$ cat config.mk
export PLATFORM = sky130hd
export DESIGN_NAME = dbg_halt_port
export DESIGN_NICKNAME = d
export VERILOG_FILES = /design/src/rtl/dbg_port_pkg.sv /design/src/rtl/dbg_ctrl.sv /design/src/rtl/dbg_dpath.sv /design/src/rtl/dbg_halt_port.sv
export SDC_FILE = /design/constraint.sdc
export NUM_CORES = 1
export LEC_CHECK = 0
export BUFFER_PORTS_ARGS = -buffer_cell sky130_fd_sc_hd__buf_2
export CELL_PAD_IN_SITES_DETAIL_PLACEMENT = 0
export CELL_PAD_IN_SITES_GLOBAL_PLACEMENT = 1
export CORE_ASPECT_RATIO = 0.75
export CORE_UTILIZATION = 40
export DETAILED_ROUTE_END_ITERATION = 6
export PLACE_DENSITY = 0.86
export SETUP_SLACK_MARGIN = 0.15
export SLEW_MARGIN = 10
export SYNTH_ARGS = -nofsm -noshare
export SYNTH_HDL_FRONTEND = slang
export SYNTH_SLANG_ARGS = --single-unit
$ cat constraint.sdc
create_clock -name clk -period 4.1 [get_ports clk]
set_input_delay 0.205 -clock clk [delete_from_list [all_inputs] [get_ports clk]]
set_output_delay 0.205 -clock clk [all_outputs]
set_load 0.005 [all_outputs]
$ cat src/rtl/dbg_port_pkg.sv
package dbg_port_pkg;

  localparam int WORD_W    = 32;
  localparam int BP_SLOT_W = 4;   // slots 0x40..0x7C

  // control bits extracted from a status-word write
  typedef struct packed {
    logic rstSet;
    logic rstClr;
    logic haltSet;
    logic haltRel;
    logic stepReq;
  } ctl_cmd_t;

  // strobes from the control to the datapath
  typedef struct packed {
    logic                 injLoad;
    logic                 bpWr;
    logic [BP_SLOT_W-1:0] bpIdx;
    logic                 rdStatus;
    logic                 rdResult;
    logic                 rdBp;
    logic                 runOk;
  } dp_strobe_t;

endpackage

$ cat src/rtl/dbg_ctrl.sv
module dbg_ctrl
  import dbg_port_pkg::*;
#(
  parameter int ADDR_W = 8,
  parameter int NUM_BP = 2
) (
  input  logic              clk,
  input  logic              rst_n,
  input  logic [ADDR_W-1:0] busAddr,
  input  logic              busWrite,
  input  ctl_cmd_t          cmd,
  input  logic              coreBusy,
  input  logic              wbValid,
  input  logic              brkHit,
  output dp_strobe_t        strb,
  output logic              haltQ,
  output logic              resetQ,
  output logic              injValid,
  output logic [WORD_W-1:0] statusWord
);

  localparam int HI_W = ADDR_W - 6;

  logic isStatus, isInj, isBp;
  logic stepRunQ, stepModeQ, brkQ, injPendQ;
  logic stWr, relCmd, injAccept, haltD;

  always_comb begin
    isStatus = (busAddr == ADDR_W'(0));
    isInj    = (busAddr == ADDR_W'(4));
    isBp     = (busAddr[ADDR_W-1:6] == HI_W'(1)) && (busAddr[1:0] == 2'b00) &&
               (32'(busAddr[5:2]) < NUM_BP);
  end

  assign stWr      = busWrite && isStatus;
  assign relCmd    = stWr && cmd.haltRel && !cmd.haltSet;
  assign injAccept = busWrite && isInj && haltQ && !coreBusy && !injPendQ;

  always_comb begin
    haltD = haltQ;
    if (relCmd)                haltD = 1'b0;
    if (stepRunQ)              haltD = 1'b1;
    if (brkHit)                haltD = 1'b1;
    if (stWr && cmd.haltSet)   haltD = 1'b1;
  end

  always_ff @(posedge clk) begin
    if (!rst_n) begin
      haltQ     <= 1'b0;
      resetQ    <= 1'b0;
      stepRunQ  <= 1'b0;
      stepModeQ <= 1'b0;
      brkQ      <= 1'b0;
      injPendQ  <= 1'b0;
      injValid  <= 1'b0;
    end else begin
      haltQ    <= haltD;
      stepRunQ <= relCmd && cmd.stepReq;
      if (stWr && cmd.rstSet)      resetQ <= 1'b1;
      else if (stWr && cmd.rstClr) resetQ <= 1'b0;
      if (relCmd) stepModeQ <= cmd.stepReq;
      if (brkHit)      brkQ <= 1'b1;
      else if (relCmd) brkQ <= 1'b0;
      injValid <= injAccept;
      if (injAccept)    injPendQ <= 1'b1;
      else if (wbValid) injPendQ <= 1'b0;
    end
  end

  always_comb begin
    strb          = '0;
    strb.injLoad  = injAccept;
    strb.bpWr     = busWrite && isBp;
    strb.bpIdx    = busAddr[5:2];
    strb.rdStatus = isStatus;
    strb.rdResult = isInj;
    strb.rdBp     = isBp;
    strb.runOk    = !haltQ && !resetQ;
  end

  assign statusWord = {27'd0, stepModeQ, brkQ, (coreBusy | injPendQ), haltQ, resetQ};

endmodule

$ cat src/rtl/dbg_dpath.sv
module dbg_dpath
  import dbg_port_pkg::*;
#(
  parameter int NUM_BP = 2
) (
  input  logic              clk,
  input  logic              rst_n,
  input  dp_strobe_t        strb,
  input  logic [WORD_W-1:0] busWdata,
  input  logic [WORD_W-1:0] statusWord,
  input  logic              wbValid,
  input  logic [WORD_W-1:0] wbData,
  input  logic              fetchValid,
  input  logic [WORD_W-1:0] fetchPc,
  output logic              brkHit,
  output logic [WORD_W-1:0] injInstr,
  output logic [WORD_W-1:0] busRdata
);

  localparam int CMP_W = WORD_W - 2;

  logic [CMP_W-1:0]  bpAddr [NUM_BP];
  logic [NUM_BP-1:0] bpEn;
  logic [NUM_BP-1:0] matchVec;
  logic [WORD_W-1:0] resQ;

  for (genvar g = 0; g < NUM_BP; g++) begin : g_bp
    always_ff @(posedge clk) begin
      if (!rst_n) begin
        bpAddr[g] <= '0;
        bpEn[g]   <= 1'b0;
      end else if (strb.bpWr && strb.bpIdx == BP_SLOT_W'(g)) begin
        bpAddr[g] <= busWdata[WORD_W-1:2];
        bpEn[g]   <= busWdata[0];
      end
    end
    assign matchVec[g] = bpEn[g] && (bpAddr[g] == fetchPc[WORD_W-1:2]);
  end

  assign brkHit = fetchValid && strb.runOk && (|matchVec);

  always_ff @(posedge clk) begin
    if (!rst_n) begin
      resQ     <= '0;
      injInstr <= '0;
    end else begin
      if (brkHit)       resQ <= fetchPc;
      else if (wbValid) resQ <= wbData;
      if (strb.injLoad) injInstr <= busWdata;
    end
  end

  always_comb begin
    busRdata = '0;
    if (strb.rdStatus) busRdata = statusWord;
    if (strb.rdResult) busRdata = resQ;
    if (strb.rdBp) begin
      for (int i = 0; i < NUM_BP; i++)
        if (32'(strb.bpIdx) == i) busRdata = {bpAddr[i], 1'b0, bpEn[i]};
    end
  end

endmodule

$ cat src/rtl/dbg_halt_port.sv
module dbg_halt_port
  import dbg_port_pkg::*;
#(
  parameter int ADDR_W = 8,
  parameter int NUM_BP = 2
) (
  input  logic              clk,
  input  logic              rst_n,
  input  logic [ADDR_W-1:0] busAddr,
  input  logic              busWrite,
  input  logic [31:0]       busWdata,
  output logic [31:0]       busRdata,
  output logic              coreHalt,
  output logic              coreReset,
  output logic              injValid,
  output logic [31:0]       injInstr,
  input  logic              coreBusy,
  input  logic              wbValid,
  input  logic [31:0]       wbData,
  input  logic              fetchValid,
  input  logic [31:0]       fetchPc,
  output logic              breakHit
);

  ctl_cmd_t          cmd;
  dp_strobe_t        strb;
  logic [WORD_W-1:0] statusWord;

  always_comb begin
    cmd.rstSet  = busWdata[16];
    cmd.rstClr  = busWdata[24];
    cmd.haltSet = busWdata[17];
    cmd.haltRel = busWdata[25];
    cmd.stepReq = busWdata[4];
  end

  dbg_ctrl #(.ADDR_W(ADDR_W), .NUM_BP(NUM_BP)) i_ctrl (
    .clk(clk), .rst_n(rst_n), .busAddr(busAddr), .busWrite(busWrite),
    .cmd(cmd), .coreBusy(coreBusy), .wbValid(wbValid), .brkHit(breakHit),
    .strb(strb), .haltQ(coreHalt), .resetQ(coreReset), .injValid(injValid),
    .statusWord(statusWord)
  );

  dbg_dpath #(.NUM_BP(NUM_BP)) i_dpath (
    .clk(clk), .rst_n(rst_n), .strb(strb), .busWdata(busWdata),
    .statusWord(statusWord), .wbValid(wbValid), .wbData(wbData),
    .fetchValid(fetchValid), .fetchPc(fetchPc), .brkHit(breakHit),
    .injInstr(injInstr), .busRdata(busRdata)
  );

endmodule

# Word level (Yosys, flattened, before mapping)
# Memories as Yosys holds them, arrays and structs flattened.
# Cells that the tools add are included.
# word_totals
latch_bits	0
regBits	73
out_inout_bits	68
mem_bits_rw	60
wordCells	81
in_bits	110
rom_bits	0
memories	1
# memory_table
name	depth	word_bits	read_ports	rd_ports_with_merged_regs	wr	line	text
i_dpath.bpAddr	2	30	2	0	2	dbg_dpath.sv:22	logic [CMP_W-1:0] bpAddr [NUM_BP];
# op_classes
mul	0
bitwise	3
addsub	0
muxes	25
n_eq_ne	5
shifts	0
n_reduce_logical	35
order_cmp	1
n_div	0
# op_table
cell	n
32-bit 2-to-1 mux	6
30-bit == test	2
30-bit 2-to-1 mux	2
1-bit logical AND	21
1-bit 2-to-1 mux	16
8-bit by 3-bit == test with 1-bit output (second input constant)	1
8-bit logical NOT	1
2-bit nonzero test	4
1-bit logical NOT	5
5-bit 2-to-1 mux	1
4-bit by 1-bit == test with 1-bit output (second input constant)	1
4-bit logical NOT	1
4-bit by 2-bit < comparator with 1-bit output (second input constant)	1
4-bit nonzero test	1
1-bit bitwise OR	3
2-bit by 1-bit == test with 1-bit output (second input constant)	1
2-bit logical NOT	1
2-bit OR reduction	1

# Logic depth before layout (Yosys ltp)
# depth
depth_word	9
depth_mapped	8
ltp_nobuf	6

# Cells and area by module
# Synthesis repeated with hierarchy kept, for this count alone.
# unflattened
hier_cells	674
area_unflattened_um2	7129.3
# modules_own_cells
module	seq_area_each_um2	cells_per_inst	area_per_inst_um2	n_inst
dbg_dpath	3123.0	591	6453.7	1
dbg_ctrl	140.1	83	675.6	1

# Worst setup path after synthesis
# OpenSTA, ideal clock, no wires.
# synth_timing
path_kind	input-to-reg
startpoint	in busAddr[3]
endpoint	mem i_dpath.bpAddr[0][0] in the netlist's numbering (enable)
path_stages	5
path_buffers	1
arrival_time_ns	3.259
required_time_ns	3.639
setup_slack_ns	0.379
setup_ns	0.461
path_cell_list	or3_1 > nor4_2 > buf_2 > nand3_1 > o21ai_0
# synth_lines
item	line	text
start, declared	dbg_halt_port.sv:9	input logic [ADDR_W-1:0] busAddr,
end, declared	dbg_dpath.sv:22	

==> flow_metrics.env <==
export IMPL_yosys_area_share_adder=0
export IMPL_crit_type="reg -> out"
export IMPL_crit_chain="xnor2_1 > nand4_1 > nor4_1 > a22oi_2 > buf_4 > or2_1 > inv_1 > buf_2"
export IMPL_rows=40
export IMPL_yosys_top_cells_area="edfxtp_1 (26%), dfxtp_1 (21%), xnor2_1 (7.7%)"
export IMPL_synth_edf_count=60
export IMPL_syn_num_nets=760
export IMPL_drv_slew=0
export IMPL_synth_top_family_by_area="simple AND/OR/NAND/NOR gates"
export IMPL_grt_max_degree=42
export IMPL_fmax_mhz=343
export IMPL_start_util=0.418
export IMPL_tightest_slew_ns=1.19
export IMPL_seqCellArea_um2=3260
export IMPL_slowest_delay_ns=0.49
export IMPL_layout_min_cycle_time_ns=2.91
export IMPL_synth_mux_area_frac=0.104
export IMPL_critPathSlowestCell="or2_1"
export IMPL_hp_class="in -> reg"
export IMPL_dpl_instance_area_um2=7820
export IMPL_post_cts_setup_buffers=0
export IMPL_drt_initial_drc_count=474
export IMPL_crit_path_start_kind="register"
export IMPL_die_area_um2=17600
export IMPL_design_area_um2=8420
export IMPL_fin_nets=917
export IMPL_async_reset_ff_frac=0
export IMPL_grt_usage=0.242
export IMPL_cts_made_buffers=17
export IMPL_outcome="complete, no violations"
export IMPL_cp_end_kind="primary output"
export IMPL_area_growth_pct=23.3
export IMPL_io_buffers=177
export IMPL_final_common_cell="buf_2"
export IMPL_synth_simple_area_share=0.155
export IMPL_cts_tree="done"
export IMPL_synthCells=650
export IMPL_cap_violations=0
export IMPL_vias_per_cell=5.39
export IMPL_die_h_um=115
export IMPL_drt_pass1_iterations=4
export IMPL_cp_required_ns=3.89
export IMPL_p_leak_nw=3.59
export IMPL_dp_slack_ns=0.999
export IMPL_place_gp_congestion=0.917
export IMPL_synth_compound_area_frac=0.150
export IMPL_tns_ns=0
export IMPL_cts_resized=0
export IMPL_grt_overflow_total=0
export IMPL_setup_violations_final=0
export IMPL_hold_buffers=0
export IMPL_synthXorXnorAreaFrac=0.0769
export IMPL_clock_sinks=133
export IMPL_n_fill_cell=1517
export IMPL_htreeDepth=4
export IMPL_skew_ns=0.00678
export IMPL_final_cell_mix="buf_2 (177), dfxtp_1 (73), nand2_1 (67)"
export IMPL_layout_setup_ws_ns=1.19
export IMPL_ys_warn_count=0
export IMPL_synth_seq_cells=133
export IMPL_vias=5555
export IMPL_postRouteAntennaNets=0
export IMPL_yosysSeqAreaShare=0.478
export IMPL_synth_top_cell_area_share=0.264
export IMPL_crit_fanout=33
export IMPL_total_power_mw=3.37
export IMPL_grt_pass1_vias=5281
export IMPL_postSynthAreaPerCell_um2=10.5
export IMPL_grt_pass1_wl_um=31400
export IMPL_cts_max_path_buffers=2
export IMPL_drc=0
export IMPL_power_density_nw_per_um2=400
export IMPL_wl_um=20900
export IMPL_antenna_found_initial=0
export IMPL_slew_headroom=0.198
export IMPL_arrival_ns=2.71
export IMPL_multi_input_area_um2=3320
export IMPL_fp_coreArea_um2=16400
export IMPL_drive_gt1_frac=0.304
export IMPL_synthFlopType="dfxtp_1"
export IMPL_wl_per_cell_um=20.3
export IMPL_dp_hpwl_um=15300
export IMPL_io_pins=178
export IMPL_die_width_um=153
export IMPL_yosysTopAreaCell="edfxtp_1"
export IMPL_rsz0062_at_grt="false"
export IMPL_period_share=0.711
export IMPL_clk_pin_slew_ns=0.06
export IMPL_syn_area_um2=6830
export IMPL_insertion_delay_ns=0.41
export IMPL_clock_root_buffer="clkbuf_16"
export IMPL_ir_drop_mv=0.245
export IMPL_ys_types=40
export IMPL_diodes=0
export IMPL_hold_violations=0
-- final timing paths --
check	slack, ns	end	cells past startpoint	from
worst max-delay path	1.19	breakHit	8	i_dpath.bpAddr[1][4]$_SDFFCE_PN0P_
worst max register to register	1.39	i_dpath.resQ[29]$_SDFFE_PN0P_	8	i_dpath.bpAddr[1][4]$_SDFFCE_PN0P_
worst min-delay path	0.04	i_dpath.resQ[0]$_SDFFE_PN0P_	2	fetchPc[0]
worst min register to register	0.45	i_dpath.injInstr[27]$_SDFFE_PN0P_	2	i_dpath.injInstr[27]$_SDFFE_PN0P_
-- through the flow --
stage	hold slack (ns)	cells	utilization
floorplan	0.320	650	-
global placement	0.437	998	0.478
detailed placement	0.445	998	0.478
CTS	0.0223	1030	0.515
global route	0.0412	1030	0.515
finish	0.0433	1030	0.515
-- report_power, final --
part           internal [mW]  total [mW]  leakage [nW]  switching [mW]
Sequential              1.44        1.47          1.16          0.0392
Combinational          0.153       0.336          2.13           0.182
Clock                   1.02        1.56         0.293           0.533
Total                   2.61        3.37          3.59           0.754
-- worst max-delay path, delay by kind of cell (launching register included) --
family	cells	cell delay, ns
and+or+nand+nor	3	0.98
xor gates and xnor gates	1	0.30
DFF	1	0.42
buffers and inverters	3	0.50
AOI/OAI and AO/OA	1	0.09
-- synthesized netlist by cell type (4+ instances only) --
library cell,number
dfxtp_1,73
nand2_1,67
and2_1,64
edfxtp_1,60
xnor2_1,60
mux2i_1,35
o21ai_0,34
nor2_1,32
o211a_1,32
clkbuf_1,30
a21boi_0,29
a22oi_1,27
mux2_2,26
nand4_1,18
buf_2,8
a21boi_1,6
buf_1,5
a211oi_1,4
and3_1,4
nand3_1,4
-- per-layer routing --
layer  track usage  vias to the layer above  wire length (um)
met3        0.0807                       24              2210
li1              -                     2630                 -
met1         0.376                     2605             10400
met2         0.305                      296              7960
met5             0                        -                 0
met4        0.0741                        0               329
-- cell type report --
cell class | instances | area share
Multi-Input combinational cell | 465 | 0.395
Sequential cell | 133 | 0.387
Timing Repair Buffer | 187 | 0.114
Clock buffer | 28 | 0.0602
Tap cell | 210 | 0.0312
Clock inverter | 4 | 0.0113
Inverter | 3 | 0.00134
-- state kept, by name, indices dropped and copies added, names as in the netlist, 2 cells and up --
| name | count |
|---|---|
| i_dpath.bpAddr | 60 |
| i_dpath.injInstr | 32 |
| i_dpath.resQ | 32 |
| i_dpath.bpEn | 2 |
-- kinds of logic after synthesis --
kind of cell | Yosys count
muxes | 64
and+or+nand+nor | 204
AOI/OAI and AO/OA | 137
buffers and inverters | 52
DFF | 133
xor gates and xnor gates | 60
Power figures use the tool's default switching activity.
